## src/rtl/fsadc_pkg.sv

```systemverilog
package fsadc_pkg;

    typedef enum logic [1:0] {
        ST_IDLE  = 2'd0,
        ST_FRAME = 2'd1,
        ST_GAP   = 2'd2
    } fsadc_state_e;

    // Serial clock periods in one conversion frame
    localparam int unsigned FSADC_FRAME_CLKS = 16;
    // Width of the conversion result
    localparam int unsigned FSADC_RES_W      = 12;

endpackage

```

## src/rtl/fsadc_tick.sv

```systemverilog
// Half-period timer: pulses tick_o on the last cycle of every HALF-cycle
// interval while enabled; restarts from zero when disabled.
module fsadc_tick #(
    parameter int unsigned HALF = 2
) (
    input  logic clk,
    input  logic rst_n,
    input  logic en_i,
    output logic tick_o
);

    generate
        if (HALF <= 1) begin : g_direct
            assign tick_o = en_i;
        end else begin : g_count
            localparam int unsigned CW = $clog2(HALF);
            logic [CW-1:0] cnt;

            assign tick_o = en_i && (cnt == CW'(HALF - 1));

            always_ff @(posedge clk or negedge rst_n) begin
                if (!rst_n) begin
                    cnt <= '0;
                end else if (!en_i || tick_o) begin
                    cnt <= '0;
                end else begin
                    cnt <= cnt + 1'b1;
                end
            end
        end
    endgenerate

endmodule

```

## src/rtl/fsadc_capture.sv

```systemverilog
// Serial-to-parallel capture, MSB first.
module fsadc_capture #(
    parameter int unsigned WIDTH = 12
) (
    input  logic             clk,
    input  logic             rst_n,
    input  logic             shift_en,
    input  logic             bit_i,
    output logic [WIDTH-1:0] word_next_o
);

    logic [WIDTH-2:0] sh;

    assign word_next_o = {sh, bit_i};

    always_ff @(posedge clk or negedge rst_n) begin
        if (!rst_n) begin
            sh <= '0;
        end else if (shift_en) begin
            sh <= word_next_o[WIDTH-2:0];
        end
    end

endmodule

```

## src/rtl/fsadc_reader.sv

```systemverilog
module fsadc_reader
    import fsadc_pkg::*;
#(
    parameter int unsigned DIV        = 4,
    parameter int unsigned MIN_IDLE   = 4,
    parameter int unsigned RES_W      = FSADC_RES_W,
    parameter int unsigned FRAME_CLKS = FSADC_FRAME_CLKS
) (
    input  logic             clk,
    input  logic             rst_n,
    input  logic             start_i,
    input  logic             cont_i,
    input  logic             chsel_req_i,
    output logic             adc_cs_n_o,
    output logic             adc_sclk_o,
    output logic             adc_oe_n_o,
    output logic             adc_chsel_o,
    input  logic             adc_dout_i,
    output logic             res_valid_o,
    output logic [RES_W-1:0] res_data_o,
    output logic             res_tag_o
);

    localparam int unsigned HALF  = DIV / 2;
    localparam int unsigned PH_N  = 2 * FRAME_CLKS;
    localparam int unsigned PH_W  = $clog2(PH_N);
    localparam int unsigned LEAD  = FRAME_CLKS - RES_W;
    localparam int unsigned GAP_W = $clog2(MIN_IDLE);

    fsadc_state_e state, state_nx;

    logic [PH_W-1:0]  ph;        // half-period index inside the frame
    logic             chain;     // next frame follows without a gap
    logic             chsel_q;   // mode applied to the converter
    logic [GAP_W-1:0] gap_cnt;
    logic             tick;
    logic             last_ph;
    logic             rise_now;
    logic             final_rise;
    logic             frame_end;
    logic             cap_en;
    logic             gap_done;
    logic             want_frame;
    logic [RES_W-1:0] word_next;

    logic             res_valid_q;
    logic [RES_W-1:0] res_data_q;
    logic             res_tag_q;

    fsadc_tick #(.HALF(HALF)) u_tick (
        .clk    (clk),
        .rst_n  (rst_n),
        .en_i   (state == ST_FRAME),
        .tick_o (tick)
    );

    fsadc_capture #(.WIDTH(RES_W)) u_cap (
        .clk         (clk),
        .rst_n       (rst_n),
        .shift_en    (cap_en),
        .bit_i       (adc_dout_i),
        .word_next_o (word_next)
    );

    assign last_ph    = (ph == PH_W'(PH_N - 1));
    assign rise_now   = tick && !ph[0];
    assign final_rise = tick && (ph == PH_W'(PH_N - 2));
    assign frame_end  = tick && last_ph;
    assign cap_en     = rise_now && (ph[PH_W-1:1] >= (PH_W-1)'(LEAD));
    assign gap_done   = (gap_cnt == GAP_W'(MIN_IDLE - 2));
    assign want_frame = start_i || cont_i;

    // Next-state logic
    always_comb begin
        state_nx = state;
        unique case (state)
            ST_IDLE:  if (want_frame) state_nx = ST_FRAME;
            ST_FRAME: if (frame_end)  state_nx = chain ? ST_FRAME : ST_GAP;
            ST_GAP:   if (gap_done)   state_nx = ST_IDLE;
            default:  state_nx = ST_IDLE;
        endcase
    end

    // State register
    always_ff @(posedge clk or negedge rst_n) begin
        if (!rst_n) begin
            state <= ST_IDLE;
        end else begin
            state <= state_nx;
        end
    end

    // Frame phase, chain decision and recovery counter
    always_ff @(posedge clk or negedge rst_n) begin
        if (!rst_n) begin
            ph      <= '0;
            chain   <= 1'b0;
            gap_cnt <= '0;
        end else begin
            if (state != ST_FRAME) begin
                ph <= '0;
            end else if (tick) begin
                ph <= last_ph ? '0 : ph + 1'b1;
            end

            if (state != ST_FRAME) begin
                chain <= 1'b0;
            end else if (final_rise) begin
                chain <= cont_i;
            end

            if (state == ST_GAP) begin
                gap_cnt <= gap_cnt + 1'b1;
            end else begin
                gap_cnt <= '0;
            end
        end
    end

    // Mode line: tracks the request between frames, frozen while selected
    always_ff @(posedge clk or negedge rst_n) begin
        if (!rst_n) begin
            chsel_q <= 1'b0;
        end else begin
            unique case (state)
                ST_IDLE:  if (!want_frame)           chsel_q <= chsel_req_i;
                ST_GAP:                              chsel_q <= chsel_req_i;
                ST_FRAME: if (final_rise && cont_i)  chsel_q <= chsel_req_i;
                default:                             chsel_q <= chsel_q;
            endcase
        end
    end

    // Result register
    always_ff @(posedge clk or negedge rst_n) begin
        if (!rst_n) begin
            res_valid_q <= 1'b0;
            res_data_q  <= '0;
            res_tag_q   <= 1'b0;
        end else begin
            res_valid_q <= final_rise;
            if (final_rise) begin
                res_data_q <= word_next;
                res_tag_q  <= chsel_q;
            end
        end
    end

    // Link outputs
    always_comb begin
        adc_cs_n_o = 1'b1;
        adc_sclk_o = 1'b1;
        adc_oe_n_o = 1'b1;
        unique case (state)
            ST_IDLE: begin
                adc_cs_n_o = 1'b1;
            end
            ST_FRAME: begin
                adc_cs_n_o = last_ph && chain;
                adc_sclk_o = ph[0];
                adc_oe_n_o = 1'b0;
            end
            ST_GAP: begin
                adc_cs_n_o = 1'b1;
            end
            default: begin
                adc_cs_n_o = 1'b1;
            end
        endcase
    end

    assign adc_chsel_o = chsel_q;
    assign res_valid_o = res_valid_q;
    assign res_data_o  = res_data_q;
    assign res_tag_o   = res_tag_q;

endmodule

```

## config.mk

```make
export PLATFORM = sky130hd
export DESIGN_NAME = fsadc_reader
export DESIGN_NICKNAME = d
export VERILOG_FILES = /design/src/rtl/fsadc_pkg.sv /design/src/rtl/fsadc_tick.sv /design/src/rtl/fsadc_capture.sv /design/src/rtl/fsadc_reader.sv
export SDC_FILE = /design/constraint.sdc
export NUM_CORES = 1
export LEC_CHECK = 0
export ABC_AREA = 1
export BUFFER_PORTS_ARGS = -buffer_cell sky130_fd_sc_hd__buf_2
export CORE_UTILIZATION = 55
export CTS_BUF_LIST = sky130_fd_sc_hd__clkbuf_4
export CTS_CLUSTER_SIZE = 28
export DETAILED_ROUTE_END_ITERATION = 7
export PLACE_DENSITY = 0.82
export SETUP_SLACK_MARGIN = 0.1
export SKIP_LAST_GASP = 1
export SLEW_MARGIN = 20
export SYNTH_ARGS = -nofsm -noshare
export SYNTH_HDL_FRONTEND = slang
export SYNTH_SLANG_ARGS = --single-unit
```

## constraint.sdc

```tcl
create_clock -name clk -period 2.2 [get_ports clk]
set_input_delay 0.55 -clock clk [delete_from_list [all_inputs] [get_ports clk]]
set_output_delay 0.55 -clock clk [all_outputs]
set_load 0.01 [all_outputs]
```

# Word level (Yosys, flattened, before mapping)
# Cells that the tools add are included.
[word_totals]
out_inout_bits = 18
latch_bits = 0
n_memories = 0
mem_bits_rw = 0
word_cells = 60
register_bits = 37
rom_bits = 0
[classes]
n_shift = 0
add_sub_neg = 3
eq_ne = 11
reduce_logical = 17
div = 0
muxes = 18
bitwise_logic = 0
n_lt_le_gt_ge = 1
mul = 0
[op_table]
columns = ["cell", "n"]
rows = [
  ["$mux W5", 3],
  ["$eq A5 B5 Y1 const B", 2],
  ["$mux W2", 5],
  ["$ne A2 B2 Y1 const B", 5],
  ["$mux W1", 8],
  ["$logic_and A1 B1 Y1", 7],
  ["$pmux W2 S3", 1],
  ["$reduce_and A3 Y1", 2],
  ["$add A5 B1 Y5 const B", 1],
  ["$eq A2 B2 Y1 const B", 2],
  ["$ge A4 B3 Y1 const B", 1],
  ["$reduce_bool A2 Y1", 2],
  ["$pmux W1 S3", 1],
  ["$reduce_bool A3 Y1", 1],
  ["$add A2 B1 Y2 const B", 1],
  ["$eq A2 B1 Y1 const B", 1],
  ["$logic_not A1 Y1", 2],
  ["$logic_not A2 Y1", 1],
  ["$logic_or A1 B1 Y1", 2],
  ["$ne A2 B1 Y1 const B", 1],
  ["$add A1 B1 Y1 const B", 1],
]

# Depth between registers and ports, before layout
# Gate-level depths: netlist of run 1.
[logic_depth]
word_depth = 6
depth_mapped = 9
mapped_depth_nobuf = 9

# By module
# A second synthesis of run 1 with hierarchy kept.
[hier_totals]
cells_unflattened = 186
hier_area_um2 = 1602.8
[modules_own_cells]
columns = ["mod", "instances", "area_each_um2", "seq_area_each_um2", "cells_each"]
rows = [
  ["fsadc_reader", 1, 1131.1, 625.6, 133],
  ["fsadc_capture", 1, 429.2, 275.3, 48],
  ["fsadc_tick", 1, 42.5, 25.0, 5],
]

# Least setup slack after synthesis of run 1
# No wires, ideal clock.
[synth_path]
kind = "register to output"
from = "register ph[0]"
to = "output adc_cs_n_o"
arrival_ns = 1.135
path_stages_with_launch = 7
setup_slack_ns = 0.515
path_cell_list = "dfrtp_1 ha_1 inv_1 nor2_1 ha_1 nor2_1 nor2_1"
[synth_between]
elab_chain_cells = 3
[synth_lines]
columns = ["item", "line_no", "source"]
rows = [
  ["start: declaration", "fsadc_reader.sv:32", "logic [PH_W-1:0] ph;"],
  ["start signal: assignment", "fsadc_reader.sv:103", "ph <= last_ph ? '0 : ph + 1'b1;"],
  ["$eq A5 B5 Y1", "fsadc_reader.sv:65", "assign last_ph = (ph == PH_W'(PH_N - 1));"],
  ["$logic_and A1 B1 Y1", "fsadc_reader.sv:159", "adc_cs_n_o = last_ph && chain;"],
  ["$mux W1", "fsadc_reader.sv:154", "unique case (state)"],
  ["end: declaration", "fsadc_reader.sv:14", "output logic adc_cs_n_o,"],
]
# Every way passes these cells.

# Final worst setup path of run 1
# Same ends and word-level chain as after synthesis.

==> impl_summary.log, run 1 <==
INFO  metric max_cap_viol_count = 0
INFO  metric multi_input_area = 613 µm²
INFO  metric ys_ff_latch = 37
INFO  metric outcome = finished clean
INFO  metric crit_top_cell = nor2_2
INFO  metric signal_arrival_time_at_the_worst_endpoint = approximately 1.6 ns
INFO  metric leakage = 0.952 nW
INFO  metric clock-root-buffer = clkbuf_4
INFO  metric clock-skew-final = 0.0106 ns
INFO  metric area.growth.synth_to_final = 13.7%
INFO  metric gr-total-overflow = 0
INFO  metric nNetsFinal = between 200 and 250
INFO  metric storage_cell_area = 928 µm²
INFO  metric post_synthesis_sequential_area_ratio = 0.564
INFO  metric cell_types_with_the_highest_counts_after_synthesis = nand2_1, dfrtp_1, inv_1, o21ai_2
INFO  metric number_of_antenna_violations_at_the_first_check_in_global_routing = 0
INFO  metric die_y = between 50 and 60 µm
INFO  metric share_seq_of_total_power = 0.473
INFO  metric slowest_cell_on_crit_path = dfrtp_2
INFO  metric htreeDepth = 2
INFO  metric synth_edf_count = 0
INFO  metric clock_power_share = 0.279
INFO  metric dpl-instance-area = 0.00175 mm²
INFO  metric global_route_total_usage_across_every_layer = 0.213
INFO  metric die_w = 56.7 µm
INFO  metric drt_iter0_markers = 32
INFO  metric gp_congestion = 0.756
INFO  metric async_reset_ff_frac = 1.00
INFO  metric routed_wire_length = 3030 µm
INFO  metric critPathBufInv = 2
INFO  metric vias_per_cell = 5.12
INFO  metric r2r-end = res_data_o[11]
INFO  metric num_rows = 19
INFO  metric final_design_area_no_fill = 0.00187 mm²
INFO  metric timing.critical_path.max_delay_family = flip-flops
INFO  metric hold_viol_final = 0
INFO  metric io_pins = 24
INFO  metric clkSinkCount = 37
INFO  metric ys_types = 20
INFO  metric drtAntennaViolNets = 0
INFO  metric grt_setup_unrepaired = true
INFO  metric grt_first_pass_wirelength = 5060 µm
INFO  metric grt_max_degree = 38
INFO  metric slew_viol_final = 0
INFO  metric cp-start-kind = flip-flop
INFO  metric num_vias = roughly 1200
INFO  metric post-route-drc-count = 0
INFO  metric yosysWarningCount = 0
INFO  metric diodes = 0
INFO  metric fp.coreArea = roughly 0.0028 mm²
INFO  metric cts-root-to-sink-buffers = 2
INFO  metric post_layout_nonfiller_instances = about 230
INFO  metric post_route_setup_slack = 0.0751 ns
INFO  metric tritoncts = built
INFO  metric cell_type_contributing_the_most_total_cell_area_after_synthesis = dfrtp_1
INFO  metric pre_cts_ws = 0.318 ns
INFO  metric ys_top_cells_by_area = dfrtp_1, nand2_1, o21ai_2
INFO  metric syn_nets = about 180
INFO  metric min_path_type = in2async
INFO  metric timing.hold.ws = 0.283 ns
INFO  metric netlist.area_leader.share = 0.564
INFO  metric critPathMaxFanout = 2
INFO  metric synth_area_per_cell = 9.96 µm²
INFO  metric synth.cell_area = 0.00164 mm²
INFO  metric totalNegativeSetupSlack = 0 ns
INFO  metric combinationalPowerShare = 0.247
INFO  metric synth_flop_cell = dfrtp_1
INFO  metric power_report.internal_total = around 1.1 mW
INFO  metric swShare = 0.328
INFO  metric grt_pass1_vias = 1147
INFO  metric worst_ir_drop_vdd = around 0.00074 V
INFO  metric finalCoreUtilization = 0.672
INFO  metric synth.most_common_cell = nand2_1
INFO  metric worstReg2RegStart = ph[0]
INFO  metric worst_ep_required_time = 1.65 ns
INFO  metric tritoncts.num_buffers = 5
INFO  metric wire_per_inst = 13.5 µm
INFO  metric drtPass1Iterations = 4
INFO  metric postSynthCellCount = 165
INFO  metric initial_utilization = 0.591
INFO  metric place_inst = 215
INFO  metric layout_min_cycle_time = 2.12 ns
INFO  metric worst_r2r_path_depth = 9
INFO  metric worstMarginPinSlew = 0.810 ns
INFO  metric critPathMaxStageDelay = 0.45 ns
INFO  metric post-dp-hpwl = 2010 µm
INFO  metric design_power_total = 1.69 mW
INFO  metric criticalPathCategory = reg2out
INFO  metric timing.final.crit_share = 0.966
INFO  metric worstSetupEndpointType = primary output
INFO  metric timing.reg2reg.setup_slack = 0.61 ns
INFO  metric setup-violations-final = 0
INFO  metric area_of_the_die = 0.00321 mm²
INFO  metric worst_skew_pair.late_latency = 0.34 ns
INFO  metric critical_path_cell_list = ha_4 -> inv_1 -> nor2_2 -> ha_2 -> nor2_2 -> nor2_1 -> buf_2
INFO  metric clkTransAtPathRegs = roughly 0.11 ns
INFO  metric clock.fmax = 471 MHz
INFO  metric timing.slew.headroom = 0.460
INFO  metric post_route_cells_drive_above_1_share = 0.309
INFO  metric p_switching = 555 µW
INFO  metric power-per-cell-area = just over 900 mW/mm²
INFO  metric place.port_buffers = 23
INFO  metric fill_cells = 213
-- power groups by stage --
stage	Clock, mW	Combinational, mW	Sequential [mW]
4_1_cts	0.474	0.416	0.797
6_report	0.472	0.418	0.800
2_1_floorplan	0	0.269	0.809
5_1_grt	0.505	0.470	0.807
3_3_place_gp	0	0.363	0.811
3_5_place_dp	0	0.380	0.817
-- worst reg2reg max path: cells and delay by family (launching register included) --
family | cells | cell delay (ns)
fa+ha+maj | 1 | 0.20
flops | 1 | 0.41
buf+inv | 3 | 0.34
simple gates | 5 | 0.56
-- placed cells by master, fill, tap and decap left out, types with 2 or more instances in the layout --
cell type,count
clkbuf_4,6
o21ai_2,13
nand3_1,3
o21ai_1,9
nor2_2,2
a21oi_1,2
nor2_1,7
buf_4,2
nand2_1,45
buf_2,23
nand2_4,2
dfrtp_2,2
ha_1,2
nor2_4,3
dfrtp_1,35
inv_1,21
o21ai_0,6
-- worst max-delay path by stage --
| stage | start | end | slack (ns) | cells after the start |
|---|---|---|---|---|
| 6_report | ph[0] | adc_cs_n_o | 0.08 | 7 |
| 5_1_grt | ph[0] | adc_cs_n_o | 0.01 | 7 |
| 4_1_cts | ph[0] | adc_cs_n_o | 0.11 | 7 |
| 3_5_place_dp | ph[0] | adc_cs_n_o | 0.32 | 7 |
| 3_3_place_gp | ph[0] | adc_cs_n_o | 0.40 | 7 |
| 2_1_floorplan | ph[0] | adc_cs_n_o | 0.51 | 6 |
-- sequential cells by signal (all words and copies together), names as in the netlist --
signal and count:
res_data_o 12, u_cap.sh 11, ph 5, gap_cnt 2, state 2, adc_chsel_o 1
chain 1, res_tag_o 1, res_valid_o 1, u_tick.g_count.cnt 1
-- per-layer routing --
layer	up-vias	share of wire	track usage
met3	8	0.035	0.0783
met2	25	0.51	0.361
met5	-	0	0
li1	569	-	-
met1	550	0.43	0.246
met4	0	0.025	0.0801
-- cell families after synthesis --
| kind of cell | count (synthesis) | share of synthesized area |
|---|---|---|
| AO/OA/AOI/OAI | 32 | 0.139 |
| XOR/XNOR | 2 | 0.0107 |
| adder cells (fa/ha/maj) | 4 | 0.0305 |
| buffers and inverters | 25 | 0.0754 |
| flip-flops | 37 | 0.564 |
| AND/OR/NAND/NOR | 65 | 0.180 |
-- repair_timing --
action,4_1_cts,5_1_grt
setup buffers,2,0
hold endpoints to repair,0,0
endpoints found under the setup margin,1,1
resized for setup,3,4
hold buffers,0,0
pin swaps,1,1
-- cell type report --
cell class | count | share of cell area
clock inverter | 2 | 0.0181
multi-input combinational | 103 | 0.328
sequential | 37 | 0.497
tap | 31 | 0.0208
inverter | 21 | 0.0422
timing repair buffer | 25 | 0.0697
clock buffer | 6 | 0.0241
(Power assumes the default switching activity.)
==> run 2, diff against run 1 <==
CORE_UTILIZATION = 24   (was 55)
PLACE_DENSITY = 0.45   (was 0.82)
==> impl_summary.log, run 2 (synthesis results as in run 1) <==
INFO  metric worst_r2r_path_depth = 9
INFO  metric place.port_buffers = 23
INFO  metric cp-start-kind = flip-flop
INFO  metric cts_hold_buffers = 0
INFO  metric drtPass1Iterations = 6
INFO  metric die_y = 84.7 µm
INFO  metric die_w = 84.7 µm
INFO  metric worst_ep_required_time = between 1.5 and 2 ns
INFO  metric drt_iter0_markers = 69
INFO  metric grt_setup_unrepaired = true
INFO  metric number_of_antenna_violations_at_the_first_check_in_global_routing = 0
INFO  metric timing.slew.headroom = 0.590
INFO  metric dpl-instance-area = 0.00182 mm²
INFO  metric global_route_total_usage_across_every_layer = 0.0967
INFO  metric clock.fmax = 484 MHz
INFO  metric clock-root-buffer = clkbuf_4
INFO  metric tritoncts = built
INFO  metric post_route_cells_drive_above_1_share = 0.321
INFO  metric clkSinkCount = 37
INFO  metric signal_arrival_time_at_the_worst_endpoint = 1.52 ns
INFO  metric fill_cells = ~680
INFO  metric drtAntennaViolNets = 0
INFO  metric leakage = 0.959 nW
INFO  metric htreeDepth = 2
INFO  metric outcome = finished clean
INFO  metric totalNegativeSetupSlack = 0 ns
INFO  metric gp_congestion = roughly 0.75
INFO  metric final_design_area_no_fill = 0.00194 mm²
INFO  metric post-route-drc-count = 0
INFO  metric worstReg2RegStart = ph[0]
INFO  metric clock-skew-final = 0.00935 ns
INFO  metric initial_utilization = 0.253
INFO  metric worst_ir_drop_vdd = approximately 0.00021 V
INFO  metric fp.coreArea = 0.00649 mm²
INFO  metric worstSetupEndpointType = primary output
INFO  metric r2r-end = res_tag_o
INFO  metric layout.cells.most_common_list = nand2_1, dfrtp_1, buf_2
INFO  metric worstMarginPinSlew = 0.612 ns
INFO  metric worst_skew_pair.late_latency = 0.34 ns
INFO  metric largest_register_ff_count = 12
INFO  metric commonest_non_fill_non_tap_cell_in_the_layout = nand2_1
INFO  metric area_of_the_die = 0.00718 mm²
INFO  metric io_pins = 24
INFO  metric vias_per_cell = 4.12
INFO  metric area.growth.synth_to_final = 18.1%
INFO  metric critPathMaxFanout = 2
INFO  metric post-dp-hpwl = roughly 2000 µm
INFO  metric num_rows = 29
INFO  metric grt_max_degree = 38
INFO  metric layout_min_cycle_time = slightly above 2 ns
INFO  metric slew_viol_final = 0
INFO  metric min_path_type = in2async
INFO  metric grt_pass1_vias = around 1100
INFO  metric global_route.usage.met1 = 0.129
INFO  metric timing.reg2reg.setup_slack = around 0.65 ns
INFO  metric criticalPathCategory = reg2out
INFO  metric num_vias = approximately 1100
INFO  metric setup-violations-final = 0
INFO  metric use_met3 = 0.0324
INFO  metric grt_most_used_layer = met2
INFO  metric cts-root-to-sink-buffers = 2
INFO  metric routed_wire_length = around 3000 µm
INFO  metric clkTransAtPathRegs = 0.12 ns
INFO  metric hold_viol_final = 0
INFO  metric cp-startpoint = ph[1]
INFO  metric power-per-cell-area = slightly below 900 mW/mm²
INFO  metric gr-total-overflow = 0
INFO  metric grt_first_pass_wirelength = 5290 µm
INFO  metric grtUsageMet2 = 0.141
INFO  metric timing.final.crit_share = 0.939
INFO  metric wire_per_inst = about 11 µm
INFO  metric nNetsFinal = 205
INFO  metric tritoncts.num_buffers = 5
INFO  metric diodes = 0
INFO  metric max_cap_viol_count = 0
[run 2: cell types whose count changed in the layout (fill, tap and decap cells not counted), sizes merged]
cell | previous run | this run
clkbuf | 6 | 5
buf | 25 | 27
clkinvlp | 0 | 1
[run 2: metal layers]
metal	routed length, µm	vias to the layer above	part of all wire
li1	-	579	-
met3	97	2	0.032
met5	0	-	0
met1	1530	521	0.51
met2	1360	23	0.45
met4	37	0	0.012
[run 2: worst max path at each step]
| stage | slack [ns] | end |
|---|---|---|
| after floorplan | 0.51 | adc_cs_n_o |
| after CTS | 0.11 | adc_cs_n_o |
| after global routing | 0.04 | adc_cs_n_o |
| after detailed placement | 0.36 | adc_cs_n_o |
| final | 0.13 | adc_cs_n_o |
| after global placement | 0.38 | adc_cs_n_o |
[run 2: layout make-up]
| cell class | instances | area (µm²) | area share |
|---|---|---|---|
| Tap cell | 77 | 96.3 | 0.0496 |
| Inverter | 21 | 78.8 | 0.0406 |
| Timing Repair Buffer | 27 | 145 | 0.0748 |
| Multi-Input combinational cell | 103 | 613 | 0.316 |
| Sequential cell | 37 | 928 | 0.478 |
| Clock buffer | 5 | 37.5 | 0.0193 |
| Clock inverter | 3 | 41.3 | 0.0213 |
[run 2: critical path: stages, from the launching register on]
cell and delay (ns):
dfrtp_1 0.44, ha_4 0.18, inv_2 0.04, nor2_2 0.03, ha_2 0.18, nor2_2 0.13
nor2_1 0.06, buf_2 0.13
[run 2: power by group]
part | switching, mW | total (mW) | internal (mW)
combinational | 0.274 | 0.422 | 0.148
sequential | 0.0584 | 0.797 | 0.739
clock | 0.241 | 0.477 | 0.235
[run 2: stage by stage]
stage | cells | total power [mW] | hold WS, ns | util | setup WS [ns]
detailed placement | 262 | 1.21 | 0.419 | 0.280 | 0.360
global placement | 262 | 1.20 | 0.416 | 0.280 | 0.382
floorplan | 165 | 1.08 | 0.254 | - | 0.515
global route | 273 | 1.83 | 0.230 | 0.299 | 0.0383
CTS | 272 | 1.72 | 0.235 | 0.296 | 0.109
finish | 273 | 1.70 | 0.232 | 0.299 | 0.135
[run 2: what timing repair did]
item / CTS / global route
pin swaps: 1 / 4
setup endpoints to repair: 1 / 1
endpoints found under the hold margin: 0 / 0
gates resized for setup: 3 / 5
buffers inserted: 2 / 1
